<file path="src/rtl/run_state_ctrl.sv">
module run_state_ctrl #(
  parameter int SETTLE = 4,
  parameter int CODE_W = 3
) (
  input  logic              clk,
  input  logic              rst_n,
  input  logic              wr_en,
  input  logic [CODE_W-1:0] wr_code,
  input  logic              sw_reset,
  input  logic              tag_err,
  output logic [2:0]        state_rd,
  output logic              run_out,
  output logic              pause_out
);

  localparam int CW = $clog2(SETTLE + 1);
  localparam logic [1:0] ST_RESET = 2'd0;
  localparam logic [1:0] ST_RUN   = 2'd1;
  localparam logic [1:0] ST_LEAVE = 2'd2;
  localparam logic [1:0] ST_PAUSE = 2'd3;

  logic [1:0]    st, st_nx;
  logic [CW-1:0] cnt;
  logic          arm, arm_nx, go;

  wire ready   = (cnt == '0);
  wire code_ok = (wr_code <= CODE_W'(3));

  always_comb begin
    st_nx  = st;
    arm_nx = arm;
    go     = 1'b0;
    if (sw_reset) begin
      st_nx  = ST_RESET;
      arm_nx = 1'b0;
      go     = 1'b1;
    end else if (ready) begin
      if (tag_err && st == ST_RUN) begin
        st_nx  = ST_PAUSE;
        arm_nx = 1'b0;
        go     = 1'b1;
      end else if (wr_en) begin
        arm_nx = 1'b0;
        if (code_ok) begin
          case (wr_code[1:0])
            ST_LEAVE: begin
              if (st == ST_PAUSE) begin
                if (arm) begin
                  st_nx = ST_RESET;
                  go    = 1'b1;
                end else begin
                  arm_nx = 1'b1;
                end
              end
            end
            ST_RESET: begin
              if (st != ST_PAUSE) begin
                st_nx = ST_RESET;
                go    = 1'b1;
              end
            end
            default: begin
              st_nx = wr_code[1:0];
              go    = 1'b1;
            end
          endcase
        end
      end
    end
  end

  always_ff @(posedge clk or negedge rst_n) begin
    if (!rst_n) begin
      st  <= ST_RESET;
      cnt <= '0;
      arm <= 1'b0;
    end else begin
      st  <= st_nx;
      arm <= arm_nx;
      if (go)
        cnt <= CW'(SETTLE);
      else if (!ready)
        cnt <= cnt - 1'b1;
    end
  end

  assign state_rd  = {ready, st};
  assign run_out   = ready && (st == ST_RUN);
  assign pause_out = ready && (st == ST_PAUSE);

  AST_CHANGE_SETTLES: assert property (@(posedge clk) disable iff (!rst_n)
    !$stable(st) |-> !state_rd[2]);

  AST_BUSY_HOLDS: assert property (@(posedge clk) disable iff (!rst_n)
    (!state_rd[2] && !sw_reset) |=> $stable(st));

  AST_HIGH_CODE: assert property (@(posedge clk) disable iff (!rst_n)
    (state_rd[2] && wr_en && wr_code > CODE_W'(3) && !sw_reset && !tag_err) |=> ($stable(st) && state_rd[2]));

  AST_LONE_LEAVE: assert property (@(posedge clk) disable iff (!rst_n)
    (state_rd[2] && st == ST_PAUSE && wr_en && wr_code == CODE_W'(2) && !arm && !sw_reset && !tag_err)
      |=> (st == ST_PAUSE && state_rd[2]));

  AST_SWRST_WINS: assert property (@(posedge clk) disable iff (!rst_n)
    sw_reset |=> (st == ST_RESET && !state_rd[2]));

  AST_TAG_PAUSE: assert property (@(posedge clk) disable iff (!rst_n)
    (state_rd[2] && tag_err && st == ST_RUN && !sw_reset) |=> (st == ST_PAUSE));

  AST_OUT_EXCL: assert property (@(posedge clk) disable iff (!rst_n)
    !(run_out && pause_out));

endmodule

</file>
<file path="config.mk">
export PLATFORM = sky130hd
export DESIGN_NAME = run_state_ctrl
export DESIGN_NICKNAME = d
export VERILOG_FILES = /design/src/rtl/run_state_ctrl.sv
export SDC_FILE = /design/constraint.sdc
export NUM_CORES = 1
export LEC_CHECK = 0
export BUFFER_PORTS_ARGS = -buffer_cell sky130_fd_sc_hd__buf_4
export CAP_MARGIN = 20
export CELL_PAD_IN_SITES_DETAIL_PLACEMENT = 1
export CELL_PAD_IN_SITES_GLOBAL_PLACEMENT = 2
export CORE_MARGIN = 10
export CORE_UTILIZATION = 27
export DETAILED_ROUTE_END_ITERATION = 16
export PLACE_DENSITY_LB_ADDON = 0.3
export SYNTH_ARGS = -nofsm -noshare
export SYNTH_HDL_FRONTEND = slang
export SYNTH_SLANG_ARGS = --single-unit
</file>
<file path="constraint.sdc">
create_clock -name clk -period 2.29 [get_ports clk]
set_clock_uncertainty 0.1 [all_clocks]
set_input_delay 0 -clock clk [delete_from_list [all_inputs] [get_ports clk]]
set_output_delay 0 -clock clk [all_outputs]
set_load 0.005 [all_outputs]
</file>
==> results.py, run 1 <==
metrics = {
    "run_status": {
        "status": "finished, final reports clean",
    },
    "drt": {
        "drtIter0Drc": 3,
        "wl_met1_microns": 479,
        "dr_wl_met3_microns": 112,
        "wl_met2_microns": 560,
        "via_per_inst": 5.378,
        "drc_errors": 0,
        "routed_wl_microns": 1168,
        "num_vias": 398,
        "dr.pass1.iters": 4,
        "route.top_layer_used": "met4",
        "routedWlPerCell_microns": 15.78,
        "ant_nets": 0,
    },
    "yosys": {
        "synth_largest_area_cell": "dfrtp_1",
        "ys_top_cells_by_area": "dfrtp_1 37%, a2111oi_4 6.7%, ha_1 6.1%",
        "syn_area_per_cell_sq_um": 9.712,
        "ys_seq_area_frac": 0.3681,
        "synth_area_sq_um": 407.9,
        "synth_cells": 42,
        "ys_types": 25,
        "synth_top_area_frac": 0.3681,
        "ys.flop_type": "dfrtp_1",
        "ys_ff_latch": 6,
        "synth_edf_count": 0,
        "async_flop_share": 1.000,
        "syn-num-nets": 52,
        "yosysWarnings": 0,
    },
    "floorplan": {
        "die_w_microns": 58.87,
        "dieArea_sq_um": 3465,
        "start_util": 0.2985,
        "fp.dieH_microns": 58.87,
        "design.core.area_sq_um": 1366,
        "rows": 13,
        "io_pins": 13,
    },
    "critical_path": {
        "worstPathRequired_ns": 2.32,
        "r2r-end": "st[0]",
        "reg2reg_from": "st[1]",
        "end_kind": "register",
        "start_kind": "register",
        "cp_max_fo": 9,
        "rrSetupSlack_ns": 0.48,
        "crit_type": "reg2reg",
        "worstRegToRegCells": 4,
        "critPathArrivalTime_ns": 1.84,
    },
    "clocking": {
        "insertion_delay_ns": 0.25,
        "ctsHtreeMaxLevel": 1,
        "path_clk_slew_ns": 0.04,
        "cts_root_buffer": "clkbuf_4",
        "cts_sinks": 6,
        "clk_path_buf_depth": 2,
        "cts_tree": "yes",
        "cts_inserted_buffers": 3,
    },
    "power": {
        "p_per_area_nw_per_um2": 676.3,
        "irDropWorstVdd_mv": 0.3428,
        "p_leak_nw": 0.2650,
    },
    "timing": {
        "relSlewSlack": 0.7351,
        "finalCritPeriodShare": 0.7887,
        "fin_crit_ns": 1.806,
        "fmax_ghz": 0.5537,
        "setup_viol": 0,
        "drv_slew": 0,
        "grt_setup_unrepaired": "false",
        "timing.hold.ws_ns": 0.006868,
        "fin_tns_setup_ns": 0,
        "worst_pin_slew_ns": 0.3974,
        "finalHoldViolCount": 0,
    },
    "placed_design": {
        "placedCellCount": 68,
        "place_hpwl_microns": 929.3,
        "dpl_cell_area_sq_um": 513.0,
        "place.gp.congestion": 0.7304,
        "portBuffers": 12,
    },
    "final_layout": {
        "post-route-util": 0.4139,
        "fin_area_sq_um": 565.5,
        "areaGrowthSynthToFinish_pct": 38.65,
        "antenna_cells": 0,
        "final_nets": 71,
        "post_route_cells_drive_above_1_share": 0.3390,
        "layout.cells.non_filler": 74,
    },
    "grt": {
        "gr-total-overflow": 0,
        "grt_pass1_wl_microns": 2132,
        "grt_usage": 0.07917,
        "grt_start_max_net_pins": 10,
        "antenna_found_initial": 0,
        "grt_pass1_vias": 466,
    },
    "hold_path": {
        "hold_end": "arm",
        "whs_path_depth": 4,
        "hp-class": "in2reg",
        "hp-start": "wr_en",
    },
    "run": {
        "drv_cap": 0,
    },
}
cells in the final DEF, fill, tap and decap left out, drive strengths merged:
cell and instances:
or3 1, inv 3, o32ai 1, and3 1, a2bb2oi 1, a21oi 2, buf 13, dlygate4sd3 3
nor3b 2, and4b 1, a2111oi 1, o211ai 1, a211oi 1, nand2 4, clkbuf 3, and2b 1
o21ai 3, nand2b 1, dfrtp 6, o21bai 1, a311oi 1, ha 2, and3b 1, and4bb 1
nor2 4
state kept, by name, summed over array words and instances (netlist names):
name,cells
st,2
arm,1
cnt,3
per-layer routing:
| metal | GRT usage | vias up |
|---|---|---|
| met3 | 0.04506 | 2 |
| met2 | 0.1321 | 13 |
| met4 | 0.03934 | 0 |
| li1 | - | 190 |
| met1 | 0.07646 | 193 |
| met5 | 0 | - |
report_power, final:
part           leakage [nW]  switching, mW  internal, mW
registers            0.0774         0.0112         0.128
clock network        0.0138         0.0367        0.0591
logic                 0.174         0.0768        0.0702
total                 0.265          0.125         0.258
repair_timing:
action,in CTS,in global routing
hold endpoints to repair,11,0
hold buffers,3,0
resized for setup,0,0
setup buffers,0,0
area by class of cell:
cell class / instances / area (sq um)
sequential: 6 / 150.1
inverter: 3 / 11.26
clock buffer: 3 / 22.52
timing repair buffer: 16 / 127.6
fill: 179 / 800.8
tap: 15 / 18.77
multi-input combinational: 31 / 235.2
cells in the mapped netlist (all sizes together), types with 2 or more instances:
master and n:
a21oi 2, dfrtp 6, ha 2, inv 3, nand2 4, nor2 4
nor3b 2, o21ai 3
worst max path at each step:
stage	startpoint	to	slack [ns]	depth (start not counted)
floorplan	cnt[0]	cnt[2]	0.43	7
global placement	cnt[0]	arm	0.57	8
detailed placement	st[1]	st[0]	0.48	4
CTS	st[1]	st[0]	0.46	4
global route	st[1]	st[0]	0.31	4
finish	st[1]	st[0]	0.48	4
stage by stage:
step                      power, mW  worst slack [ns]
final                        0.3825            0.4839
after global routing         0.4175            0.3059
after CTS                    0.3837            0.4631
after detailed placement     0.2809            0.4827
after global placement       0.2677            0.5655
after floorplan              0.2292            0.4266
critical path, stage by stage (launching register included):
cell and delay [ns]:
dfrtp_1 0.46, and4bb_4 0.25, a2111oi_4 0.44, a21oi_1 0.13, a311oi_1 0.31
cells by family after synthesis:
logic type,share of synthesized area
simple gates,0.2669
compound gates,0.2485
flops,0.3681
buf+inv,0.05521
fa+ha+maj,0.06134
No activity file was read; power rests on OpenSTA's default activity.
==> inputs of run 2 (changes only) <==
--- a/config.mk
+++ b/config.mk
@@ -10,7 +10,7 @@
 export CELL_PAD_IN_SITES_DETAIL_PLACEMENT = 1
 export CELL_PAD_IN_SITES_GLOBAL_PLACEMENT = 2
 export CORE_MARGIN = 10
-export CORE_UTILIZATION = 27
+export CORE_UTILIZATION = 24
 export DETAILED_ROUTE_END_ITERATION = 16
 export PLACE_DENSITY_LB_ADDON = 0.3
 export SYNTH_ARGS = -nofsm -noshare
==> constraint.sdc (replaced) <==
create_clock -name clk -period 1.45 [get_ports clk]
set_clock_uncertainty 0.1 [all_clocks]
set_input_delay 0 -clock clk [delete_from_list [all_inputs] [get_ports clk]]
set_output_delay 0 -clock clk [all_outputs]
set_load 0.005 [all_outputs]
==> run 2 against run 1 <==
- the flow now finishes with violations (negative setup slack)
- die area increased by 8.2%
- critical endpoint unchanged
- combinational power increased to 3.2 times the previous value
- register-to-register slack got worse by 0.56 ns
- sequential share of layout area decreased by 6.5 points
- routed wire length increased by 16%
- global-route usage increased by 1.1 points
==> results.py, run 2 (same netlist as run 1, synthesis figures left out) <==
metrics = {
    "final_layout": {
        "largestRegisters": "cnt (3), st (2), arm (1)",
        "areaGrowthSynthToFinish_pct": 85.58,
        "antenna_cells": 0,
        "post_route_cells_drive_above_1_share": 0.6081,
        "largest_reg_flops": 3,
        "seqCellArea_sq_um": 151.4,
        "layout_commonest_cell": "buf_4",
        "multi_input_area_sq_um": 294.0,
        "final_nets": 85,
        "fin_area_sq_um": 757.0,
        "n_fill_cell": 184,
        "largest-register": "cnt",
        "mostFrequentLayoutCells": "21 x buf_4, 5 x dfrtp_1, 5 x buf_6, 4 x dlygate4sd3_1",
    },
    "timing": {
        "grt_setup_unrepaired": "true",
        "setup_viol": 5,
        "drv_slew": 0,
        "setup_ws_ns": -0.07490,
        "worst_pin_slew_ns": 0.3764,
        "fmax_ghz": 0.6558,
        "finalHoldViolCount": 0,
        "fin_crit_ns": 1.525,
        "finalCritPeriodShare": 1.052,
        "relSlewSlack": 0.7491,
    },
    "clocking": {
        "cts_inserted_buffers": 3,
        "path_clk_slew_ns": 0.05,
        "insertion_delay_ns": 0.26,
        "clk_path_buf_depth": 2,
        "cts_root_buffer": "clkbuf_4",
        "cts_tree": "yes",
        "ctsHtreeMaxLevel": 1,
        "cts_sinks": 6,
    },
    "drt": {
        "via_per_inst": 4.900,
        "drtIter0Drc": 3,
        "num_vias": 441,
        "routed_wl_microns": 1353,
        "drc_errors": 0,
        "dr.pass1.iters": 2,
        "routedWlPerCell_microns": 15.03,
        "ant_nets": 0,
    },
    "grt": {
        "gr-total-overflow": 0,
        "grt_pass1_vias": 472,
        "grt_usage": 0.08981,
        "antenna_found_initial": 0,
        "grt_pass1_wl_microns": 2283,
        "grt_start_max_net_pins": 7,
    },
    "critical_path": {
        "crit_type": "reg2reg",
        "start_kind": "register",
        "path_cells": "and4bb_4 -> a2111oi_4 -> a21oi_1 -> a311oi_1",
        "cp_slowest_cell": "dfrtp_2",
        "worstPathRequired_ns": 1.50,
        "path_buf_inv": 0,
        "cp_max_fo": 4,
        "critPathArrivalTime_ns": 1.57,
        "end_kind": "register",
        "crit_family": "compound AO/OA/AOI/OAI gates",
        "critPathMaxStageDelay_ns": 0.43,
    },
    "floorplan": {
        "die_w_microns": 61.23,
        "dieArea_sq_um": 3749,
        "start_util": 0.2616,
        "rows": 14,
        "fp.dieH_microns": 61.23,
        "io_pins": 13,
        "design.core.area_sq_um": 1559,
    },
    "placed_design": {
        "place_hpwl_microns": 1059,
        "place.gp.congestion": 0.7928,
        "dpl_cell_area_sq_um": 620.6,
        "portBuffers": 12,
        "pre_cts_slack_ns": -0.2229,
    },
    "power": {
        "p_per_area_nw_per_um2": 1151,
        "clock_power_share": 0.211,
        "switching_share": 0.3195,
        "internal_power_mw": 0.5930,
        "p_sw_mw": 0.2784,
        "irDropWorstVdd_mv": 0.6180,
        "power_mw": 0.8714,
        "combPwrFrac": 0.540,
        "p_leak_nw": 0.3398,
        "share_seq_of_total_power": 0.249,
    },
    "run": {
        "drv_cap": 0,
    },
    "hold_path": {
        "hp-class": "in2reg",
    },
    "run_status": {
        "violations": "negative setup slack",
        "status": "finished with violations",
    },
}
-- run 2: changes by cell type in the layout (fill, tap and decap cells not counted), moves of 2 or more --
| cell | delta |
|---|---|
| buf_6 | +5 |
| buf_4 | +8 |
| ha_4 | +2 |
| ha_1 | -2 |
| o21ai_0 | -2 |
| inv_1 | -2 |
| inv_2 | +2 |
| o21ai_2 | +2 |
-- run 2: final cells by class --
type,count,area share
Clock buffer,4,0.03471
Sequential cell,6,0.2000
Multi-Input combinational cell,31,0.3884
Timing Repair Buffer,30,0.3355
Tap cell,16,0.02645
Inverter,3,0.01488
-- run 2: metal layers --
metal	GRT usage	wire, microns
met1	0.09357	589
met2	0.1376	649
met3	0.04321	71
met4	0.06840	43
met5	0	0
-- run 2: stage by stage --
step / std cells / hold slack [ns] / TNS (ns) / utilization
global route: 90 / 0.02834 / -0.8118 / 0.4856
finish: 90 / 0.01902 / -0.2214 / 0.4856
floorplan: 42 / -0.3956 / -0.5705 / -
global placement: 78 / -0.2854 / -0.5774 / 0.3981
CTS: 89 / 0.008104 / -0.3785 / 0.4671
detailed placement: 78 / -0.2870 / -0.8125 / 0.3981
-- run 2: power by group through the flow --
stage	combinational, mW	sequential (mW)	clock, mW
3_5_place_dp	0.372	0.219	0
6_report	0.470	0.217	0.184
4_1_cts	0.444	0.217	0.192
3_3_place_gp	0.355	0.220	0
2_1_floorplan	0.224	0.221	0
5_1_grt	0.516	0.223	0.203
-- run 2: worst register-to-register path: stages (launching register included) --
cell and delay [ns]:
dfrtp_2 0.43, and4bb_4 0.21, a2111oi_4 0.29, a21oi_1 0.11, a311oi_1 0.26
-- run 2: final timing paths --
check | from | endpoint | slack [ns] | cells past startpoint
setup / recovery | st[1] | st[0] | -0.07 | 4
hold / removal | wr_code[0] | st[0] | 0.02 | 3
setup reg to reg | st[1] | st[0] | -0.07 | 4
hold reg to reg | cnt[2] | cnt[2] | 0.45 | 1
max in group asynchronous | rst_n | st[1] | 0.41 | 3
min in group asynchronous | rst_n | cnt[0] | 0.60 | 3
-- run 2: what timing repair did --
item	CTS	global route
endpoints found under the hold margin	12	0
hold buffers	4	0
buffers inserted	3	1
gates resized for setup	4	6
endpoints found under the setup margin	7	9
pin swaps	6	2
